**src/rtl/por_seq_pkg.sv**
```systemverilog
// Package: shared widths, state encoding and the boot configuration layout
// for the power-on reset sequencer. Assumes one-hot state encoding
// throughout; the bit index constants are used to decode outputs.
package por_seq_pkg;

    // Width of the boot-mode field on the strap pins.
    localparam int BOOT_W      = 13;
    // Width of the PCIe mode field on the strap pins.
    localparam int PCIE_MODE_W = 2;
    // Total strap word width: byte order, boot mode, PCIe mode, PCIe enable,
    // network-coprocessor clock select.
    localparam int CFG_W       = BOOT_W + PCIE_MODE_W + 3;

    // Strap word layout, LSB last in the declaration.
    typedef struct packed {
        logic                   netcp_clk_sel;
        logic                   pcie_en;
        logic [PCIE_MODE_W-1:0] pcie_mode;
        logic [BOOT_W-1:0]      boot_mode;
        logic                   byte_order;
    } boot_cfg_t;

    // Number of sequencer states.
    localparam int N_ST = 10;

    // Bit positions of the one-hot state vector.
    localparam int I_IDLE      = 0;
    localparam int I_WAIT_PWR  = 1;
    localparam int I_HOLD_POR  = 2;
    localparam int I_REL_WARM  = 3;
    localparam int I_REL_POR   = 4;
    localparam int I_HOLD_FULL = 5;
    localparam int I_STRAP     = 6;
    localparam int I_WAIT_STAT = 7;
    localparam int I_DONE      = 8;
    localparam int I_ERROR     = 9;

    // One-hot state type.
    typedef enum logic [N_ST-1:0] {
        S_IDLE      = 10'b00_0000_0001,
        S_WAIT_PWR  = 10'b00_0000_0010,
        S_HOLD_POR  = 10'b00_0000_0100,
        S_REL_WARM  = 10'b00_0000_1000,
        S_REL_POR   = 10'b00_0001_0000,
        S_HOLD_FULL = 10'b00_0010_0000,
        S_STRAP     = 10'b00_0100_0000,
        S_WAIT_STAT = 10'b00_1000_0000,
        S_DONE      = 10'b01_0000_0000,
        S_ERROR     = 10'b10_0000_0000
    } seq_state_e;

endpackage

```
**src/rtl/por_seq_timer.sv**
```systemverilog
// Interval timer: a single down-counter shared by all timed states.
// Assumes the controller loads (duration - 1) on the cycle it enters a
// timed state; expired is high once the count reaches zero, so the state
// lasts exactly `duration` cycles.
module por_seq_timer #(
    parameter int CW = 16
) (
    input  logic          clk,
    input  logic          rst_n,
    input  logic          load,
    input  logic [CW-1:0] load_val,
    output logic          expired
);

    logic [CW-1:0] cnt_q;

    // Load on state entry, otherwise count down and stop at zero.
    always_ff @(posedge clk) begin
        if (!rst_n) begin
            cnt_q <= '0;
        end else if (load) begin
            cnt_q <= load_val;
        end else if (cnt_q != '0) begin
            cnt_q <= cnt_q - CW'(1);
        end
    end

    // Expiry flag for the controller.
    assign expired = (cnt_q == '0);

endmodule

```
**src/rtl/por_seq_fsm.sv**
```systemverilog
// Sequencer controller: one-hot state machine that steps through the
// power-up hold, the ordered release of the three reset lines, the strap
// window and the status handshake. Assumes all inputs are already
// synchronous to clk. Loss of power-good has priority over everything,
// then a start request, then the normal progression.
module por_seq_fsm
    import por_seq_pkg::*;
#(
    parameter int CW        = 16,
    parameter int N_HOLD    = 4,
    parameter int N_GAP     = 4,
    parameter int N_FULL    = 4,
    parameter int N_STRAP   = 4,
    parameter int N_TMO     = 4
) (
    input  logic          clk,
    input  logic          rst_n,
    input  logic          pwr_good,
    input  logic          clk_stable,
    input  logic          start,
    input  logic          rst_stat,
    input  logic          expired,
    output seq_state_e    state,
    output logic          tmr_load,
    output logic [CW-1:0] tmr_val
);

    localparam logic [CW-1:0] V_HOLD  = CW'(N_HOLD - 1);
    localparam logic [CW-1:0] V_GAP   = CW'(N_GAP - 1);
    localparam logic [CW-1:0] V_FULL  = CW'(N_FULL - 1);
    localparam logic [CW-1:0] V_STRAP = CW'(N_STRAP - 1);
    localparam logic [CW-1:0] V_TMO   = CW'(N_TMO - 1);

    seq_state_e state_q;
    seq_state_e state_d;
    logic       restartable;

    // States from which a start request restarts the hold step.
    assign restartable = !(state_q[I_IDLE] || state_q[I_WAIT_PWR]);

    // Next-state and timer-load decision.
    always_comb begin
        state_d  = state_q;
        tmr_load = 1'b0;
        tmr_val  = '0;
        if (!pwr_good) begin
            state_d = S_IDLE;
        end else if (start && restartable) begin
            state_d  = S_HOLD_POR;
            tmr_load = 1'b1;
            tmr_val  = V_HOLD;
        end else begin
            case (state_q)
                S_IDLE: begin
                    state_d = S_WAIT_PWR;
                end
                S_WAIT_PWR: begin
                    if (clk_stable) begin
                        state_d  = S_HOLD_POR;
                        tmr_load = 1'b1;
                        tmr_val  = V_HOLD;
                    end
                end
                S_HOLD_POR: begin
                    if (expired) begin
                        state_d  = S_REL_WARM;
                        tmr_load = 1'b1;
                        tmr_val  = V_GAP;
                    end
                end
                S_REL_WARM: begin
                    if (expired) begin
                        state_d = S_REL_POR;
                    end
                end
                S_REL_POR: begin
                    state_d  = S_HOLD_FULL;
                    tmr_load = 1'b1;
                    tmr_val  = V_FULL;
                end
                S_HOLD_FULL: begin
                    if (expired) begin
                        state_d  = S_STRAP;
                        tmr_load = 1'b1;
                        tmr_val  = V_STRAP;
                    end
                end
                S_STRAP: begin
                    if (expired) begin
                        state_d  = S_WAIT_STAT;
                        tmr_load = 1'b1;
                        tmr_val  = V_TMO;
                    end
                end
                S_WAIT_STAT: begin
                    if (rst_stat) begin
                        state_d = S_DONE;
                    end else if (expired) begin
                        state_d = S_ERROR;
                    end
                end
                S_DONE: begin
                    state_d = S_DONE;
                end
                S_ERROR: begin
                    state_d  = S_HOLD_POR;
                    tmr_load = 1'b1;
                    tmr_val  = V_HOLD;
                end
                default: begin
                    state_d = S_IDLE;
                end
            endcase
        end
    end

    // State register.
    always_ff @(posedge clk) begin
        if (!rst_n) begin
            state_q <= S_IDLE;
        end else begin
            state_q <= state_d;
        end
    end

    assign state = state_q;

    // the error state never lasts longer than one cycle.
    p_err_once_r8: assert property (@(posedge clk) disable iff (!rst_n)
        state_q[I_ERROR] |=> !state_q[I_ERROR]);

    // the release steps are only reachable through the hold step.
    p_hold_before_release_r2: assert property (@(posedge clk) disable iff (!rst_n)
        $rose(state_q[I_REL_WARM]) |-> $past(state_q[I_HOLD_POR]));

endmodule

```
**src/rtl/por_seq_strap.sv**
```systemverilog
// Strap driver: freezes the configuration word before the drive window
// opens and presents it on the strap pins while the window is open.
// Assumes `capture` is high in the states before the window and low from
// the window onwards, so the driven value cannot change inside it.
module por_seq_strap
    import por_seq_pkg::*;
(
    input  logic             clk,
    input  logic             rst_n,
    input  logic             capture,
    input  logic             drive,
    input  logic [CFG_W-1:0] cfg_i,
    output logic [CFG_W-1:0] strap_o,
    output logic             strap_oe
);

    boot_cfg_t cfg_q;

    // Track the configuration input until the window opens, then hold.
    always_ff @(posedge clk) begin
        if (!rst_n) begin
            cfg_q <= '0;
        end else if (capture) begin
            cfg_q <= boot_cfg_t'(cfg_i);
        end
    end

    // Present the frozen word only while the window is open.
    assign strap_o  = drive ? CFG_W'(cfg_q) : '0;
    assign strap_oe = drive;

    // the driven word is steady for the whole window.
    p_strap_steady_r5: assert property (@(posedge clk) disable iff (!rst_n)
        (strap_oe && $past(strap_oe)) |-> $stable(strap_o));

endmodule

```
**src/rtl/por_sequencer.sv**
```systemverilog
// Top level of the processor power-on reset sequencer. Derives every
// interval in FPGA clock cycles from the FPGA clock period and the slowest
// reference-clock period (rounding up), instantiates the controller, the
// shared interval timer and the strap driver, and decodes the reset lines
// from the one-hot state. Assumes pwr_good, clk_stable, start and rst_stat
// are already synchronous to clk.
module por_sequencer
    import por_seq_pkg::*;
#(
    parameter int CLK_PERIOD_PS    = 5000,
    parameter int REF_PERIOD_PS    = 33330,
    parameter int PWR_HOLD_NS      = 100000,
    parameter int POR_REF_CYC      = 500,
    parameter int FULL_REF_CYC     = 24,
    parameter int STRAP_REF_CYC    = 12,
    parameter int STAT_TIMEOUT_REF = 60000,
    parameter int WARM_GAP_CYC     = 8
) (
    input  logic             clk,
    input  logic             rst_n,
    input  logic             pwr_good,
    input  logic             clk_stable,
    input  logic             start,
    input  logic             rst_stat,
    input  logic [CFG_W-1:0] cfg_i,
    output logic             warm_rst_n,
    output logic             por_n,
    output logic             full_rst_n,
    output logic [CFG_W-1:0] strap_o,
    output logic             strap_oe,
    output logic             done,
    output logic             err
);

    // Interval lengths in FPGA cycles, rounded up.
    localparam longint CP      = longint'(CLK_PERIOD_PS);
    localparam longint HOLD_US = (longint'(PWR_HOLD_NS) * 1000 + CP - 1) / CP;
    localparam longint HOLD_RF = (longint'(POR_REF_CYC) * REF_PERIOD_PS + CP - 1) / CP;
    localparam longint FULL_RF = (longint'(FULL_REF_CYC) * REF_PERIOD_PS + CP - 1) / CP;
    localparam longint STRP_RF = (longint'(STRAP_REF_CYC) * REF_PERIOD_PS + CP - 1) / CP;
    localparam longint TMO_RF  = (longint'(STAT_TIMEOUT_REF) * REF_PERIOD_PS + CP - 1) / CP;

    localparam int N_HOLD  = int'((HOLD_US > HOLD_RF) ? HOLD_US : HOLD_RF);
    localparam int N_FULL  = int'((FULL_RF > STRP_RF) ? FULL_RF : STRP_RF);
    localparam int N_STRAP = int'(STRP_RF);
    localparam int N_TMO   = int'(TMO_RF);
    localparam int N_GAP   = (WARM_GAP_CYC < 1) ? 1 : WARM_GAP_CYC;

    localparam int N_M1    = (N_HOLD > N_FULL) ? N_HOLD : N_FULL;
    localparam int N_M2    = (N_STRAP > N_TMO) ? N_STRAP : N_TMO;
    localparam int N_MAX   = (N_M1 > N_M2) ? N_M1 : N_M2;
    localparam int CW      = $clog2(N_MAX + 1);

    seq_state_e    state;
    logic          tmr_load;
    logic [CW-1:0] tmr_val;
    logic          tmr_exp;
    logic          strap_cap;
    logic          strap_drv;

    // Controller.
    por_seq_fsm #(
        .CW      (CW),
        .N_HOLD  (N_HOLD),
        .N_GAP   (N_GAP),
        .N_FULL  (N_FULL),
        .N_STRAP (N_STRAP),
        .N_TMO   (N_TMO)
    ) u_fsm (
        .clk        (clk),
        .rst_n      (rst_n),
        .pwr_good   (pwr_good),
        .clk_stable (clk_stable),
        .start      (start),
        .rst_stat   (rst_stat),
        .expired    (tmr_exp),
        .state      (state),
        .tmr_load   (tmr_load),
        .tmr_val    (tmr_val)
    );

    // Shared interval timer.
    por_seq_timer #(
        .CW (CW)
    ) u_tmr (
        .clk      (clk),
        .rst_n    (rst_n),
        .load     (tmr_load),
        .load_val (tmr_val),
        .expired  (tmr_exp)
    );

    // Strap capture runs up to the cycle before the power-on release.
    assign strap_cap = state[I_WAIT_PWR] | state[I_HOLD_POR] | state[I_REL_WARM];
    // Strap drive window: power-on release through the post-edge hold.
    assign strap_drv = state[I_REL_POR] | state[I_HOLD_FULL] | state[I_STRAP];

    // Strap driver.
    por_seq_strap u_strap (
        .clk      (clk),
        .rst_n    (rst_n),
        .capture  (strap_cap),
        .drive    (strap_drv),
        .cfg_i    (cfg_i),
        .strap_o  (strap_o),
        .strap_oe (strap_oe)
    );

    // Reset line decode: each line is high from its release state onwards.
    assign warm_rst_n = state[I_REL_WARM] | state[I_REL_POR] | state[I_HOLD_FULL]
                      | state[I_STRAP] | state[I_WAIT_STAT] | state[I_DONE];
    assign por_n      = state[I_REL_POR] | state[I_HOLD_FULL] | state[I_STRAP]
                      | state[I_WAIT_STAT] | state[I_DONE];
    assign full_rst_n = state[I_STRAP] | state[I_WAIT_STAT] | state[I_DONE];
    assign done       = state[I_DONE];
    assign err        = state[I_ERROR];

    // power-on line only rises after the warm line is already high.
    p_warm_first_r3: assert property (@(posedge clk) disable iff (!rst_n)
        $rose(por_n) |-> $past(warm_rst_n));

    // power-on line is never high with the warm line low.
    p_nesting_r3: assert property (@(posedge clk) disable iff (!rst_n)
        por_n |-> warm_rst_n);

    // full reset line only rises after power-on has been high.
    p_full_after_por_r4: assert property (@(posedge clk) disable iff (!rst_n)
        $rose(full_rst_n) |-> $past(por_n));

    // the full-reset edge falls inside the strap drive window.
    p_edge_in_window_r5: assert property (@(posedge clk) disable iff (!rst_n)
        $rose(full_rst_n) |-> (strap_oe && $past(strap_oe)));

    // straps are only driven while the power-on line is high.
    p_strap_needs_por_r6: assert property (@(posedge clk) disable iff (!rst_n)
        strap_oe |-> por_n);

    // completion implies all lines released and straps tri-stated.
    p_done_lines_r7: assert property (@(posedge clk) disable iff (!rst_n)
        done |-> (full_rst_n && !strap_oe));

    // after the error pulse every line is low again.
    p_err_drops_r8: assert property (@(posedge clk) disable iff (!rst_n)
        err |=> (!err && !warm_rst_n));

    // loss of power-good collapses every output next cycle.
    p_pwr_loss_r10: assert property (@(posedge clk) disable iff (!rst_n)
        !pwr_good |=> (!warm_rst_n && !por_n && !full_rst_n && !strap_oe));

endmodule

```
**config.mk**
```make
export PLATFORM = sky130hd
export DESIGN_NAME = por_sequencer
export DESIGN_NICKNAME = d
export VERILOG_FILES = /design/src/rtl/por_seq_pkg.sv /design/src/rtl/por_seq_timer.sv /design/src/rtl/por_seq_fsm.sv /design/src/rtl/por_seq_strap.sv /design/src/rtl/por_sequencer.sv
export SDC_FILE = /design/constraint.sdc
export NUM_CORES = 1
export LEC_CHECK = 0
export BUFFER_PORTS_ARGS = -buffer_cell sky130_fd_sc_hd__buf_4
export CORE_MARGIN = 2
export CORE_UTILIZATION = 30
export CTS_BUF_LIST = sky130_fd_sc_hd__clkbuf_4 sky130_fd_sc_hd__clkbuf_8
export DETAILED_ROUTE_END_ITERATION = 16
export GPL_ROUTABILITY_DRIVEN = 0
export PLACE_DENSITY = 0.58
export SLEW_MARGIN = 20
export SYNTH_ARGS = -nofsm -noshare
export SYNTH_HDL_FRONTEND = slang
export SYNTH_SLANG_ARGS = --single-unit
export TNS_END_PERCENT = 20
```
**constraint.sdc**
```tcl
create_clock -name clk -period 6.4 [get_ports clk]
set_input_delay 0.64 -clock clk [delete_from_list [all_inputs] [get_ports clk]]
set_output_delay 0.64 -clock clk [all_outputs]
set_load 0.01 [all_outputs]
```
==> out/results.ini <==
[logic_synthesis]
synth_area_leader_cell = dfxtp_1
muxShareOfSynthArea = 0
synthCells = 313
synthFlopType = dfxtp_1
yosys-top-cells-area = dfxtp_1 (39%), nand2_1 (7.6%), a21oi_1 (5.6%)
yosys_warnings = 0
synth_async_sr_flop_share = 0
synth.distinct_cells = 40
synth_enable_flop_cells = 0
synthAdderAreaFrac = 0.00517
synth_fp_nets = 338
syn_area_per_cell_sq_um = 7.73
synth_top_cell_area_share = 0.389
syn_area_sq_um = 2420
synthSimpleGateAreaFrac = 0.339
ys_seq_area_frac = 0.389
synth-compound-area-share = 0.144
yosysMostFrequentCell = nand2_1
ys_top_cells_by_count = nand2_1 (49), dfxtp_1 (47), a21oi_1 (27)
synth_xor_area_frac = 0.0796
synth_seq_cells = 47
synth_top_family_by_area = simple AND/OR/NAND/NOR gates

[grt]
grt_use_total = 0.146
grt_overflow = 0
antenna_found_initial = 0
first_global_vias = 2223
grt_first_pass_wirelength_um = 10400
grt_max_degree = 25

[finish]
antenna_cells = 0
syn_to_final_growth_pct = 21.9
final_util = 0.380
layout-drive-gt1-share = 0.186
multi_input_area_sq_um = 1380
final_cell_area_sq_um = 2950
seq_area_sq_um = 941
num-fill-cells = 836
nNetsFinal = 373

[clock_tree]
root_buffer = clkbuf_8
cts_tree = done
postCtsSetupBuffers = 0
numCtsBuffers = 5
insertion_delay_ns = 0.30
cts_max_level = 2
clock_sinks = 47
max-clock-path-buffers = 2
ctsResizeCount = 0
cts_hold_buf = 0
clk_pin_slew_ns = 0.09

[sta]
finalHoldViolCount = 0
fin_skew_ns = 0.00791
max_freq_mhz = 318
rsz0062_at_grt = no
finalMaxSlewViolations = 0
layout_setup_ws_ns = 3.26
setup-violations-final = 0
setup-tns-final_ns = 0
min_period_ns = 3.14
period_share = 0.491
worstMarginPinSlew_ns = 0.847
slew_headroom = 0.435

[power_and_ir_drop]
p_sw_frac = 0.326
power_density_nw_per_um2 = 284
p_switching_w = 0.000273
leakage_nw = 1.13
pwr-share-comb = 0.305
pwr-share-clk = 0.264
ir_worst_vdd_mv = 0.110
power_frac_seq = 0.431
p_int_w = 0.000566

[placed_design]
dp_hpwl_um = 4370
portBuffers = 47
detailedPlace.worstSlack_ns = 3.28
placed_cell_area_sq_um = 2840

[drt]
wire_per_inst_um = 13.5
dr.pass1.iters = 4
viasPerCell = 5.07
postRouteAntennaNets = 0
vias = 2285
drt-initial-drc-count = 145
drt-total-wl_um = 6070
drc_errors = 0

[floorplan]
initial_utilization = 0.312
die_width_um = 93.8
row_count = 32
io_pins = 48
dieArea_sq_um = 8800
core_sq_um = 7770
fp.dieH_um = 93.8

[setup_path]
r2r_start = u_tmr.cnt_q[0]
critPathKind = reg2reg
arrival_ns = 3.37
start_kind = flip-flop
cp_max_fo = 11
end_kind = flip-flop
critPathLaunch = u_tmr.cnt_q[0]
crit_required_ns = 6.62

[outcome]
status = finished, final reports clean

[hold_path]
min-delay-start = u_strap.cfg_q[2]
hp-class = reg2reg

[job]
drv_cap = 0

metal layers:
metal | wire (um) | GRT usage | share of wire
met3 | 386 | 0.0465 | 0.064
met2 | 2730 | 0.227 | 0.45
met4 | 65 | 0.0435 | 0.011
met5 | 0 | 0 | 0
met1 | 2890 | 0.194 | 0.48
worst paths after layout:
path	endpoint	slack (ns)	depth (start not counted)
hold reg to reg	u_strap.cfg_q[2]	0.45	2
hold / removal	u_strap.cfg_q[2]	0.45	2
setup / recovery	u_fsm.state[3]	3.26	8
setup reg to reg	u_fsm.state[3]	3.26	8
critical path, cell delays in order (launching register included):
cell	delay, ns
dfxtp_1	0.32
inv_1	0.08
ha_1	0.20
or4b_4	0.51
or4b_1	0.67
or2_1	0.40
and4_4	0.25
or4_1	0.50
a21oi_1	0.15
final cells by class:
cell class | count | area share
Timing Repair Buffer | 49 | 0.125
Tap cell | 102 | 0.0433
Multi-Input combinational cell | 240 | 0.469
Clock buffer | 5 | 0.0233
Inverter | 5 | 0.00636
Sequential cell | 47 | 0.319
Clock inverter | 3 | 0.0148
metrics by stage:
step	cells	hold WS, ns	total power (W)
3_5_place_dp	443	0.439	0.000623
4_1_cts	451	0.453	0.000846
3_3_place_gp	443	0.433	0.000619
6_report	451	0.450	0.000839
2_1_floorplan	313	0.427	0.000566
5_1_grt	451	0.476	0.000906
sequential cells by signal, summed over array words and instances, names as in the netlist:
| signal | count |
|---|---|
| u_tmr.cnt_q | 19 |
| u_strap.cfg_q | 18 |
| u_fsm.state | 10 |
placed cells by master (no fill, tap or decap), types with 3 or more instances in the layout:
master	synthesis	routed
nand2_1	49	49
buf_4	0	49
dfxtp_1	47	47
a21oi_1	27	27
nor2_1	19	19
o21ai_0	19	19
nor2b_1	18	18
nor3_1	16	14
xnor2_1	13	13
or3_1	11	11
nand3_1	10	10
xor2_1	9	9
or4_1	7	7
nor4_1	6	6
inv_1	5	5
clkbuf_8	0	5
nand4_1	4	4
a211oi_1	3	3
power groups by stage:
stage          registers, W  logic [W]  clock network [W]
5_1_grt            0.000367   0.000295           0.000243
3_3_place_gp       0.000366   0.000254                  0
3_5_place_dp       0.000368   0.000255                  0
2_1_floorplan      0.000358   0.000208                  0
6_report           0.000361   0.000256           0.000222
4_1_cts            0.000361   0.000256           0.000229
logic make-up after synthesis:
group           count (synthesis)
simple gates                  156
flops                          47
compound gates                 61
buf+inv                        26
xor+xnor                       22
fa+ha+maj                       1
Note: power is estimated with default switching activity, not from simulation.
